<file path="config.mk">
export PLATFORM = sky130hd
export DESIGN_NAME = hold_ctrl
export DESIGN_NICKNAME = d
export VERILOG_FILES = /design/src/rtl/hold_pkg.sv /design/src/rtl/hold_edge_det.sv /design/src/rtl/hold_state.sv /design/src/rtl/hold_bit_track.sv /design/src/rtl/hold_ctrl.sv
export SDC_FILE = /design/constraint.sdc
export NUM_CORES = 1
export LEC_CHECK = 0
export BUFFER_PORTS_ARGS = -buffer_cell sky130_fd_sc_hd__clkbuf_2
export CAP_MARGIN = 20
export CORE_AREA = 2 2 39 41
export CTS_CLUSTER_DIAMETER = 40
export CTS_CLUSTER_SIZE = 30
export DETAILED_ROUTE_END_ITERATION = 12
export DIE_AREA = 0 0 41 43
export PLACE_DENSITY = 0.57
export SLEW_MARGIN = 0
export SYNTH_ARGS = -nofsm -noshare
export SYNTH_HDL_FRONTEND = slang
export SYNTH_HIERARCHICAL = 1
export SYNTH_SLANG_ARGS = --single-unit
</file>
<file path="constraint.sdc">
create_clock -name clk_i -period 1.9 [get_ports clk_i]
set_input_delay 0.19 -clock clk_i [delete_from_list [all_inputs] [get_ports clk_i]]
set_output_delay 0.19 -clock clk_i [all_outputs]
set_load 0.02 [all_outputs]
</file>
<file path="src/rtl/hold_pkg.sv">
package hold_pkg;
  typedef struct packed {
    logic rise;
    logic fall;
  } edge_t;
endpackage

</file>
<file path="src/rtl/hold_edge_det.sv">
module hold_edge_det #(
  parameter logic RST_VAL = 1'b0
) (
  input  logic            clk_i,
  input  logic            rst_ni,
  input  logic            sig_i,
  output hold_pkg::edge_t edge_o
);
  logic prev_q;

  always_ff @(posedge clk_i or negedge rst_ni) begin
    if (!rst_ni) prev_q <= RST_VAL;
    else         prev_q <= sig_i;
  end

  assign edge_o.rise = sig_i & ~prev_q;
  assign edge_o.fall = ~sig_i & prev_q;
endmodule

</file>
<file path="src/rtl/hold_state.sv">
module hold_state (
  input  logic clk_i,
  input  logic rst_ni,
  input  logic cs_ni,
  input  logic sck_i,
  input  logic hold_ni,
  input  logic fall_qual_i,
  output logic hold_o,
  output logic oe_blk_o
);
  logic hold_q, blk_q;

  always_ff @(posedge clk_i or negedge rst_ni) begin
    if (!rst_ni) begin
      hold_q <= 1'b0;
      blk_q  <= 1'b0;
    end else if (cs_ni) begin
      hold_q <= 1'b0;
      blk_q  <= 1'b0;
    end else begin
      // pause state only moves in the low phase of the serial clock
      if (!sck_i) hold_q <= ~hold_ni;
      if (hold_q)           blk_q <= 1'b1;
      else if (fall_qual_i) blk_q <= 1'b0;
    end
  end

  assign hold_o   = hold_q;
  assign oe_blk_o = blk_q;
endmodule

</file>
<file path="src/rtl/hold_bit_track.sv">
module hold_bit_track #(
  parameter int BYTE_W = 8,
  localparam int CNT_W = (BYTE_W > 1) ? $clog2(BYTE_W) : 1
) (
  input  logic             clk_i,
  input  logic             rst_ni,
  input  logic             clr_i,
  input  logic             step_i,
  output logic [CNT_W-1:0] pos_o
);
  localparam logic [CNT_W-1:0] LAST = CNT_W'(BYTE_W - 1);
  logic [CNT_W-1:0] pos_q;

  always_ff @(posedge clk_i or negedge rst_ni) begin
    if (!rst_ni)     pos_q <= '0;
    else if (clr_i)  pos_q <= '0;
    else if (step_i) pos_q <= (pos_q == LAST) ? '0 : pos_q + 1'b1;
  end

  assign pos_o = pos_q;
endmodule

</file>
<file path="src/rtl/hold_ctrl.sv">
module hold_ctrl #(
  parameter int BYTE_W = 8,
  localparam int CNT_W = (BYTE_W > 1) ? $clog2(BYTE_W) : 1
) (
  input  logic             clk_i,
  input  logic             rst_ni,
  input  logic             cs_ni,
  input  logic             sck_i,
  input  logic             hold_ni,
  input  logic             sdi_i,
  output logic             hold_o,
  output logic             sck_rise_en_o,
  output logic             sck_fall_en_o,
  output logic             sdi_o,
  output logic             q_oe_o,
  output logic             abort_o,
  output logic [CNT_W-1:0] bit_pos_o
);
  hold_pkg::edge_t sck_edge;
  logic hold_q, oe_blk, run, cs_prev_q;

  hold_edge_det #(.RST_VAL(1'b0)) u_sck_edge (
    .clk_i  (clk_i),
    .rst_ni (rst_ni),
    .sig_i  (sck_i),
    .edge_o (sck_edge)
  );

  assign run           = ~cs_ni & ~hold_q;
  assign sck_rise_en_o = sck_edge.rise & run;
  assign sck_fall_en_o = sck_edge.fall & run;
  assign sdi_o         = sdi_i & run;

  hold_state u_state (
    .clk_i       (clk_i),
    .rst_ni      (rst_ni),
    .cs_ni       (cs_ni),
    .sck_i       (sck_i),
    .hold_ni     (hold_ni),
    .fall_qual_i (sck_fall_en_o),
    .hold_o      (hold_q),
    .oe_blk_o    (oe_blk)
  );

  hold_bit_track #(.BYTE_W(BYTE_W)) u_bits (
    .clk_i  (clk_i),
    .rst_ni (rst_ni),
    .clr_i  (cs_ni),
    .step_i (sck_rise_en_o),
    .pos_o  (bit_pos_o)
  );

  always_ff @(posedge clk_i or negedge rst_ni) begin
    if (!rst_ni) cs_prev_q <= 1'b1;
    else         cs_prev_q <= cs_ni;
  end

  assign hold_o  = hold_q;
  assign q_oe_o  = run & ~oe_blk;
  assign abort_o = cs_ni & ~cs_prev_q & hold_q;
endmodule

</file>
==> results of run 1 <==
cells in the final DEF, fill, tap and decap left out:
| cell type | count |
|---|---|
| a21oi_2 | 1 |
| clkbuf_2 | 14 |
| nor2_1 | 2 |
| ha_1 | 2 |
| a21oi_1 | 1 |
| dlygate4sd3_1 | 1 |
| nor3_1 | 1 |
| nor3b_2 | 1 |
| nor3b_1 | 2 |
| or3b_1 | 1 |
| a211oi_2 | 1 |
| dfstp_2 | 1 |
| inv_1 | 1 |
| nor2b_1 | 2 |
| nand2b_1 | 2 |
| and2b_2 | 1 |
| mux2i_1 | 2 |
| clkbuf_4 | 3 |
| and3b_1 | 1 |
| dfrtp_1 | 6 |
| clkbuf_1 | 1 |
kinds of logic (layout without fill, tap and decap cells):
kind of cell | after synthesis | count (layout) | share of synthesized area [%]
compound gates | 3 | 3 | 7.78
fa+ha+maj | 2 | 2 | 7.41
buf+inv | 1 | 20 | 1.11
flops | 7 | 7 | 52.2
mux | 2 | 2 | 5.93
simple gates | 13 | 13 | 25.6
stage by stage:
| step | total power (uW) | cell area, sq um | hold WS, ns | util [%] | std cells |
|---|---|---|---|---|---|
| CTS | 352 | 469 | 0.111 | 33.9 | 63 |
| finish | 346 | 469 | 0.117 | 33.9 | 63 |
| global placement | 212 | 433 | 0.0408 | 31.3 | 58 |
| global route | 369 | 469 | 0.116 | 33.9 | 63 |
| detailed placement | 212 | 433 | 0.0411 | 31.3 | 58 |
| floorplan | 189 | 343 | -0.106 | - | 28 |
critical path, delay by kind of cell, from the launching register on:
family / cells / cell delay [ns]
flops: 1 / 0.44
buf+inv: 1 / 0.24
simple gates: 1 / 0.35
registers in the layout (all words and copies together), names as in the netlist:
name and cells:
cs_prev_q 1, u_state/oe_blk_o 1, u_sck_edge/prev_q 1, u_state/hold_o 1, u_bits/pos_o 3
area by class of cell:
class                           instances  share of cell area [%]
Clock buffer                            4                    5.60
Timing Repair Buffer                   15                    17.1
Tap cell                               16                    4.27
Multi-Input combinational cell         20                    34.7
Sequential cell                         7                    37.6
Inverter                                1                   0.800
metal layers:
metal | part of all wire [%] | global-route usage, % | vias up
met5 | 0 | 0 | -
met4 | 0 | 2.00 | 0
met3 | 8.4 | 7.85 | 0
met2 | 45 | 14.7 | 17
met1 | 46 | 13.5 | 131
li1 | - | - | 137
final timing paths:
check                               endpoint  slack [ns]  cells after the start
max                            sck_rise_en_o        0.43                      2
min                        u_sck_edge/prev_q        0.12                      1
max reg2reg                  u_bits/pos_o[0]        0.52                      3
min reg2reg                 u_state/oe_blk_o        0.55                      2
max in group asynchronous          cs_prev_q        1.35                      2
min in group asynchronous    u_bits/pos_o[0]        0.32                      2
power groups by stage:
| stage | clock network [uW] | logic, uW | registers (uW) |
|---|---|---|---|
| final | 135 | 48.8 | 162 |
| after global routing | 152 | 53.6 | 163 |
| after CTS | 140 | 49.7 | 162 |
| after detailed placement | 0 | 47.6 | 165 |
| after global placement | 0 | 48.0 | 164 |
| after floorplan | 0 | 22.9 | 167 |
==> results_dict.tcl, run 1 <==
set metrics [dict create \
    status "finished clean" \
    synth_top_cell_by_area "dfrtp_1" \
    syn_area_per_cell_sq_um 12.1 \
    syn_inst 28 \
    finalSetupTns_ns 0 \
    fmax_mhz 680 \
    drv_cap 0 \
    cts.sinks 7 \
    cts_setup_buffers 0 \
    synth_seq_cells 7 \
    cp_max_fo 7 \
    setup_viol 0 \
    async_reset_ff_share_pct 100 \
    rsz0062_at_grt "false" \
    power_density_nw_per_um2 737 \
    synth_cell_types 16 \
    crit_path_end_kind "output port" \
    grt_start_max_net_pins 12 \
    fin_skew_ns 0.000220 \
    syn_nets 36 \
    critPathLaunchType "register" \
    yosys-top-cells-count "6 x dfrtp_1, 3 x nor3b_1" \
    grt_usage_pct 10.7 \
    cp_cell_sequence "nor3b_2 -> clkbuf_2" \
    wl_per_cell_microns 11.3 \
    ant_nets 0 \
    antenna_found_initial 0 \
    multi_input_area_sq_um 163 \
    overflow 0 \
    antenna_cells 0 \
    startpoint "u_state/hold_o" \
    port_buffers 14 \
    hold_viol 0 \
    clockRootBuffer "clkbuf_4" \
    die_w_microns 41 \
    place.gp.congestion 0.662 \
    drt_pass1_iterations 3 \
    r2r-start "u_state/hold_o" \
    fillCellCount 138 \
    synth.area.top_cells "dfrtp_1 44%, dfstp_2 7.8%, ha_1 7.4%, nor3b_1 6.7%, mux2i_1 5.9%" \
    drc 0 \
    slew_viol_final 0 \
    die_area_sq_um 1760 \
    clk_pin_slew_ns 0.05 \
    dpl.hpwl_microns 519 \
    fin_crit_sh_pct 77.4 \
    vdd_drop_max_v 0.000391 \
    tightest_slew_ns 0.348 \
    period_needed_ns 1.47 \
    worstSetupPathType "reg -> out" \
    min_from "sck_i" \
    yosysTopAreaCellShare_pct 44.4 \
    row_count 14 \
    hold_buffers 1 \
    num_io_pins 15 \
    dr_total_vias 285 \
    setup_slack_ns 0.429 \
    clock_latency_ns 0.25 \
    pwr-share-comb_pct 14.1 \
    drive_gt1_share_pct 46.8 \
    ys_warn_count 6 \
    die_h_microns 43 \
    synthFlopType "dfrtp_1" \
    crit_arrival_ns 1.28 \
    cts_resized 0 \
    synth_edf_count 0 \
    nNetsFinal 56 \
    initialDrtViolationCount 7 \
    intPower_uw 257 \
    grt_pass1_vias 295 \
    cts.htree.levels 1 \
    seqPwrFrac_pct 46.9 \
    leakage_uw 0.000237 \
    yosysMostFrequentCell "dfrtp_1" \
    drt-total-wl_microns 713 \
    cts_made_buffers 3 \
    clkPwrFrac_pct 39.0 \
    critical-path-slowest-cell "dfrtp_1" \
    grt_pass1_wl_microns 1210 \
    required_ns 1.71 \
    slowest_delay_ns 0.44 \
    yosysSeqAreaShare_pct 52.2 \
    cts_buffer_depth 2 \
    pre_cts_slack_ns 0.507 \
    core_area_sq_um 1380 \
    p_sw_uw 89.0 \
    hold_path.class "in -> reg" \
    syn_area_sq_um 338 \
    p_sw_share_pct 25.7 \
    vias_per_cell 4.52 \
    start_util_pct 24.4 \
    area_growth_pct 38.9 \
    cts_tree "done" \
    max-slew-margin-rel_pct 76.7 \
    regArea_sq_um 176 \
]
Power figures use the tool's default switching activity.
==> run 2, diff against run 1 <==
ABC_AREA = 1   (was default)
PLACE_DENSITY = 0.61   (was 0.57)
clock period = 1.2 ns   (was 1.9 ns; I/O delays follow)
==> run 2 against run 1 <==
Compared with the run above:
- critical path depth grew 2
- sequential share of layout area is 5.4 points lower
- total power increased by 65%
- setup slack got worse by 0.38 ns
- clock power increased by 55%
- clock-buffer cell count unchanged
- non-clock buffer count rose by 2
- routed wire length grew 0.28%
- utilization is 5.7 points higher
- sequential power grew 57%
- register-to-register slack worse by 0.42 ns
- flip-flop and latch count is the same
- critical endpoint is now sck_fall_en_o
- largest power group unchanged
==> results_dict.tcl, run 2 <==
set metrics [dict create \
    leakage_uw 0.000321 \
    worstSetupPathType "reg -> out" \
    die_area_sq_um 1760 \
    required_ns 1.08 \
    syn_inst 47 \
    port_buffers 14 \
    grt_start_max_net_pins 8 \
    syn_area_per_cell_sq_um 7.59 \
    synth_edf_count 0 \
    synth_top_cell_by_area "dfrtp_1" \
    fillCellCount 147 \
    finalSetupTns_ns 0 \
    slowest_delay_ns 0.40 \
    tightest_slew_ns 0.173 \
    cp_cell_sequence "inv_2 -> nand2_4 -> nor2_4 -> buf_8" \
    die_w_microns 41 \
    critical-path-slowest-cell "dfrtp_1" \
    place.gp.congestion 0.798 \
    antenna_found_initial 0 \
    num_io_pins 15 \
    clockRootBuffer "clkbuf_4" \
    start_util_pct 25.8 \
    synthFlopType "dfrtp_1" \
    drc 0 \
    grt_pass1_vias 269 \
    initialDrtViolationCount 7 \
    yosysTopAreaCellShare_pct 42.1 \
    hold_path.class "in -> reg" \
    slew_viol_final 0 \
    cts.sinks 7 \
    clk_pin_slew_ns 0.05 \
    drt-total-wl_microns 715 \
    synth_cell_types 11 \
    multi_input_area_sq_um 158 \
    grt_pass1_wl_microns 1110 \
    critPathLaunchType "register" \
    wl_per_cell_microns 8.51 \
    cts_made_buffers 3 \
    drt_pass1_iterations 4 \
    setup_viol 0 \
    largest_reg_flops 3 \
    drive_gt1_share_pct 41.2 \
    fin_skew_ns 0.00580 \
    clock_latency_ns 0.25 \
    cts.htree.levels 1 \
    cts_tree "done" \
    async_reset_ff_share_pct 100 \
    drv_cap 0 \
    die_h_microns 43 \
    dp.cells 77 \
    nNetsFinal 77 \
    period_needed_ns 1.16 \
    antenna_cells 0 \
    power_density_nw_per_um2 1040 \
    yosysSeqAreaShare_pct 49.5 \
    final_cell_mix "10 x nand2_1, 10 x inv_1, 9 x clkbuf_2" \
    dr_total_vias 314 \
    syn_area_sq_um 357 \
    regArea_sq_um 176 \
    yosysMostFrequentCell "inv_1" \
    hold_viol 0 \
    cts_buffer_depth 2 \
    vias_per_cell 3.74 \
    min_from "sck_i" \
    core_area_sq_um 1380 \
    synth.area.top_cells "dfrtp_1 42%, inv_1 12%, nand2_1 11%, nor2_1 9.5%, dfstp_2 7.4%" \
    startpoint "u_state/hold_o" \
    crit_path_end_kind "output port" \
    r2r-start "u_bits/pos_o[0]" \
    ys_warn_count 6 \
    vdd_drop_max_v 0.000586 \
    rsz0062_at_grt "true" \
    syn_nets 55 \
    grt_usage_pct 9.85 \
    cp_max_fo 4 \
    row_count 14 \
    overflow 0 \
    max-slew-margin-rel_pct 88.4 \
    synth_seq_cells 7 \
    fmax_mhz 865 \
    status "finished clean" \
    area_growth_pct 53.7 \
    layout.cells.non_filler 84 \
    ant_nets 0 \
    crit_arrival_ns 1.04 \
    dpl.hpwl_microns 540 \
    fin_crit_sh_pct 96.3 \
    yosys-top-cells-count "11 x inv_1, 10 x nand2_1, 9 x nor2_1, 6 x dfrtp_1, 3 x nand3_1" \
]
-- run 2: power breakdown --
group	internal, uW	leakage [uW]	total, uW	switching (uW)
Clock	127	0.0000150	209	82.1
Sequential	248	0.0000899	255	7.17
Combinational	44.9	0.000216	108	63.1
Total	419	0.000321	572	152
-- run 2: final cells by class --
cell class / instances / area share (%)
clock buffers: 4 / 4.79
inverters: 12 / 8.22
multi-input cells: 28 / 28.8
flip-flops and latches: 7 / 32.2
well taps: 16 / 3.65
repair buffers: 17 / 22.4
-- run 2: logic make-up (layout without fill, tap and decap cells) --
family	Yosys count	in the layout	synth area share [%]
compound gates	1	1	1.40
fa+ha+maj	2	2	7.02
buf+inv	12	33	12.6
flops	7	7	49.5
simple gates	25	25	29.5
-- run 2: path summary, 6_finish.rpt --
| path | to | slack (ns) | cells past startpoint |
|---|---|---|---|
| min in group asynchronous | u_bits/pos_o[2] | 0.26 | 2 |
| min | u_sck_edge/prev_q | 0.04 | 1 |
| max in group asynchronous | cs_prev_q | 0.71 | 2 |
| max | sck_fall_en_o | 0.04 | 4 |
| min reg2reg | u_bits/pos_o[2] | 0.51 | 2 |
| max reg2reg | u_bits/pos_o[2] | 0.10 | 4 |
-- run 2: repair_timing --
action,4_1_cts,5_1_grt
pin swaps,1,4
buffers inserted,2,0
setup endpoints to repair,4,5
endpoints found under the hold margin,7,0
hold buffers,1,0
gates resized for setup,4,12
-- run 2: critical path: cells and delay by family (launching register included) --
| kind | cells | cell delay, ns |
|---|---|---|
| flops | 1 | 0.40 |
| buf+inv | 2 | 0.19 |
| simple gates | 2 | 0.20 |
-- run 2: through the flow --
stage / setup slack [ns] / util, % / hold WS, ns / total power (uW) / instance area, sq um
after floorplan: 0.0230 / - / -0.176 / 310 / 367
after global placement: 0.117 / 33.0 / -0.0316 / 343 / 457
after detailed placement: 0.0931 / 33.0 / -0.0318 / 344 / 457
after CTS: -0.00266 / 38.0 / 0.0378 / 573 / 526
after global routing: -0.0280 / 39.6 / 0.0355 / 618 / 548
final: 0.0444 / 39.6 / 0.0435 / 572 / 548
-- run 2: metal layers --
| metal | share of wire [%] | track usage, % | routed length [microns] | vias to the layer above |
|---|---|---|---|---|
| met5 | 0 | 0 | 0 | - |
| met4 | 0 | 4.00 | 0 | 0 |
| met3 | 2.2 | 6.28 | 16 | 0 |
| met2 | 52 | 13.4 | 375 | 4 |
| met1 | 45 | 12.0 | 322 | 132 |
| li1 | - | - | - | 178 |
==> run 3, diff against run 2 <==
==> constraint.sdc (replaced) <==
create_clock -name clk_i -period 1.2 [get_ports clk_i]
set_input_delay 0.24 -clock clk_i [delete_from_list [all_inputs] [get_ports clk_i]]
set_output_delay 0.24 -clock clk_i [all_outputs]
set_load 0.02 [all_outputs]
==> run 3 against run 2 <==
Compared with the run above:
- the run now ends with negative setup slack left
- setup slack worse by 0.13 ns
- critical endpoint unchanged
- largest power group unchanged
- final cell count is the same
- global-route usage increased by 0.52 points
- critical path type unchanged
==> results_dict.tcl, run 3 (synthesis results as in run 2) <==
set metrics [dict create \
    crit_arrival_ns 1.05 \
    fin_crit_sh_pct 107 \
    critPathLaunchType "register" \
    cp_max_fo 4 \
    drt-total-wl_microns 743 \
    num_io_pins 15 \
    vias_per_cell 3.87 \
    multi_input_area_sq_um 160 \
    clk_pin_slew_ns 0.05 \
    largest_reg_flops 3 \
    crit_path_end_kind "output port" \
    start_util_pct 25.8 \
    area_growth_pct 54.4 \
    clockRootBuffer "clkbuf_4" \
    power_density_nw_per_um2 1040 \
    dpl.hpwl_microns 557 \
    layout.cells.non_filler 84 \
    ant_nets 0 \
    pre_cts_slack_ns 0.0857 \
    cts_tree "done" \
    rsz0062_at_grt "true" \
    place.gp.congestion 0.781 \
    vdd_drop_max_v 0.000632 \
    p_total_uw 572 \
    port_buffers 14 \
    hold_path.class "in -> reg" \
    status "finished, violations left" \
    slew_viol_final 0 \
    die_h_microns 43 \
    max-slew-margin-rel_pct 88.0 \
    grt_pass1_vias 262 \
    setup_slack_ns -0.0882 \
    cp_cell_sequence "inv_2 -> nand2_4 -> nor2_4 -> buf_8" \
    wl_per_cell_microns 8.85 \
    setup_viol 5 \
    core_area_sq_um 1380 \
    drt_pass1_iterations 2 \
    drive_gt1_share_pct 44.1 \
    row_count 14 \
    cts_made_buffers 3 \
    cts_buffer_depth 2 \
    drc 0 \
    critical-path-slowest-cell "dfrtp_1" \
    final_cell_mix "10 x nand2_1, 9 x inv_1, 9 x clkbuf_2" \
    die_area_sq_um 1760 \
    leakage_uw 0.000321 \
    cts.sinks 7 \
    antenna_cells 0 \
    slowest_delay_ns 0.40 \
    die_w_microns 41 \
    fillCellCount 153 \
    dr_total_vias 325 \
    worstSetupPathType "reg -> out" \
    regArea_sq_um 176 \
    fin_skew_ns 0.00443 \
    overflow 0 \
    mostFrequentLayoutCell "nand2_1" \
    antenna_found_initial 0 \
    drv_cap 0 \
    violations "negative setup slack" \
    nNetsFinal 77 \
    grt_start_max_net_pins 8 \
    tightest_slew_ns 0.180 \
    fmax_mhz 776 \
    clock_latency_ns 0.25 \
    grt_pass1_wl_microns 1180 \
    initialDrtViolationCount 7 \
    hold_viol 0 \
    cts.htree.levels 1 \
    grt_usage_pct 10.4 \
    required_ns 0.96 \
    period_needed_ns 1.29 \
    dp.cells 78 \
]
run 3: cell types whose count changed in the layout (fill, tap and decap cells not counted):
cell,previous run,this run
inv_1,10,9
inv_2,2,3
nor2_1,6,5
nor2_2,3,4
run 3: cell type report:
type | instances | area share (%)
clock buffer | 4 | 4.77
inverter | 12 | 8.18
multi-input combinational | 28 | 29.1
sequential | 7 | 32.0
tap | 16 | 3.64
timing repair buffer | 17 | 22.3
run 3: timing repair:
| action | CTS | global route |
|---|---|---|
| buffers inserted | 1 | 0 |
| hold endpoints to repair | 6 | 0 |
| hold buffers | 1 | 0 |
| pin swaps | 0 | 2 |
| gates cloned | 0 | 0 |
| endpoints found under the setup margin | 5 | 6 |
| gates resized for setup | 7 | 11 |
run 3: report_power, final:
part	total, uW	internal, uW	switching [uW]
Clock	206	126	79.9
Combinational	110	45.2	64.8
Sequential	256	248	7.65
Total	572	420	152
run 3: worst paths after layout:
path | from | to | slack (ns) | depth (start not counted)
setup / recovery | u_state/hold_o | sck_fall_en_o | -0.09 | 4
hold reg to reg | u_bits/pos_o[2] | u_bits/pos_o[2] | 0.50 | 2
hold / removal | cs_ni | cs_prev_q | 0.17 | 1
setup reg to reg | u_bits/pos_o[0] | u_bits/pos_o[2] | 0.09 | 4
max in group asynchronous | rst_ni | cs_prev_q | 0.60 | 2
min in group asynchronous | rst_ni | u_state/oe_blk_o | 0.37 | 2
run 3: per-stage QoR:
stage	TNS, ns	instance area [sq um]	util (%)	hold WS, ns
4_1_cts	-0.559	533	38.5	0.160
3_5_place_dp	0	464	33.5	0.0887
2_1_floorplan	0	367	-	-0.0556
6_report	-0.361	551	39.8	0.165
5_1_grt	-0.689	551	39.8	0.160
3_3_place_gp	0	464	33.5	0.0882
run 3: critical path: cells and delay by family, from the launching register on:
family                 cells  cell delay, ns
AND/OR/NAND/NOR            2            0.21
buffers and inverters      2            0.20
flip-flops                 1            0.40
run 3: metal layers:
metal  GRT usage [%]  share of wire, %  vias to the layer above
li1                -                 -                      176
met1            14.0                42                      143
met2            13.1                54                        6
met3            6.28               3.2                        0
met4            4.00                 0                        0
met5               0                 0                        -
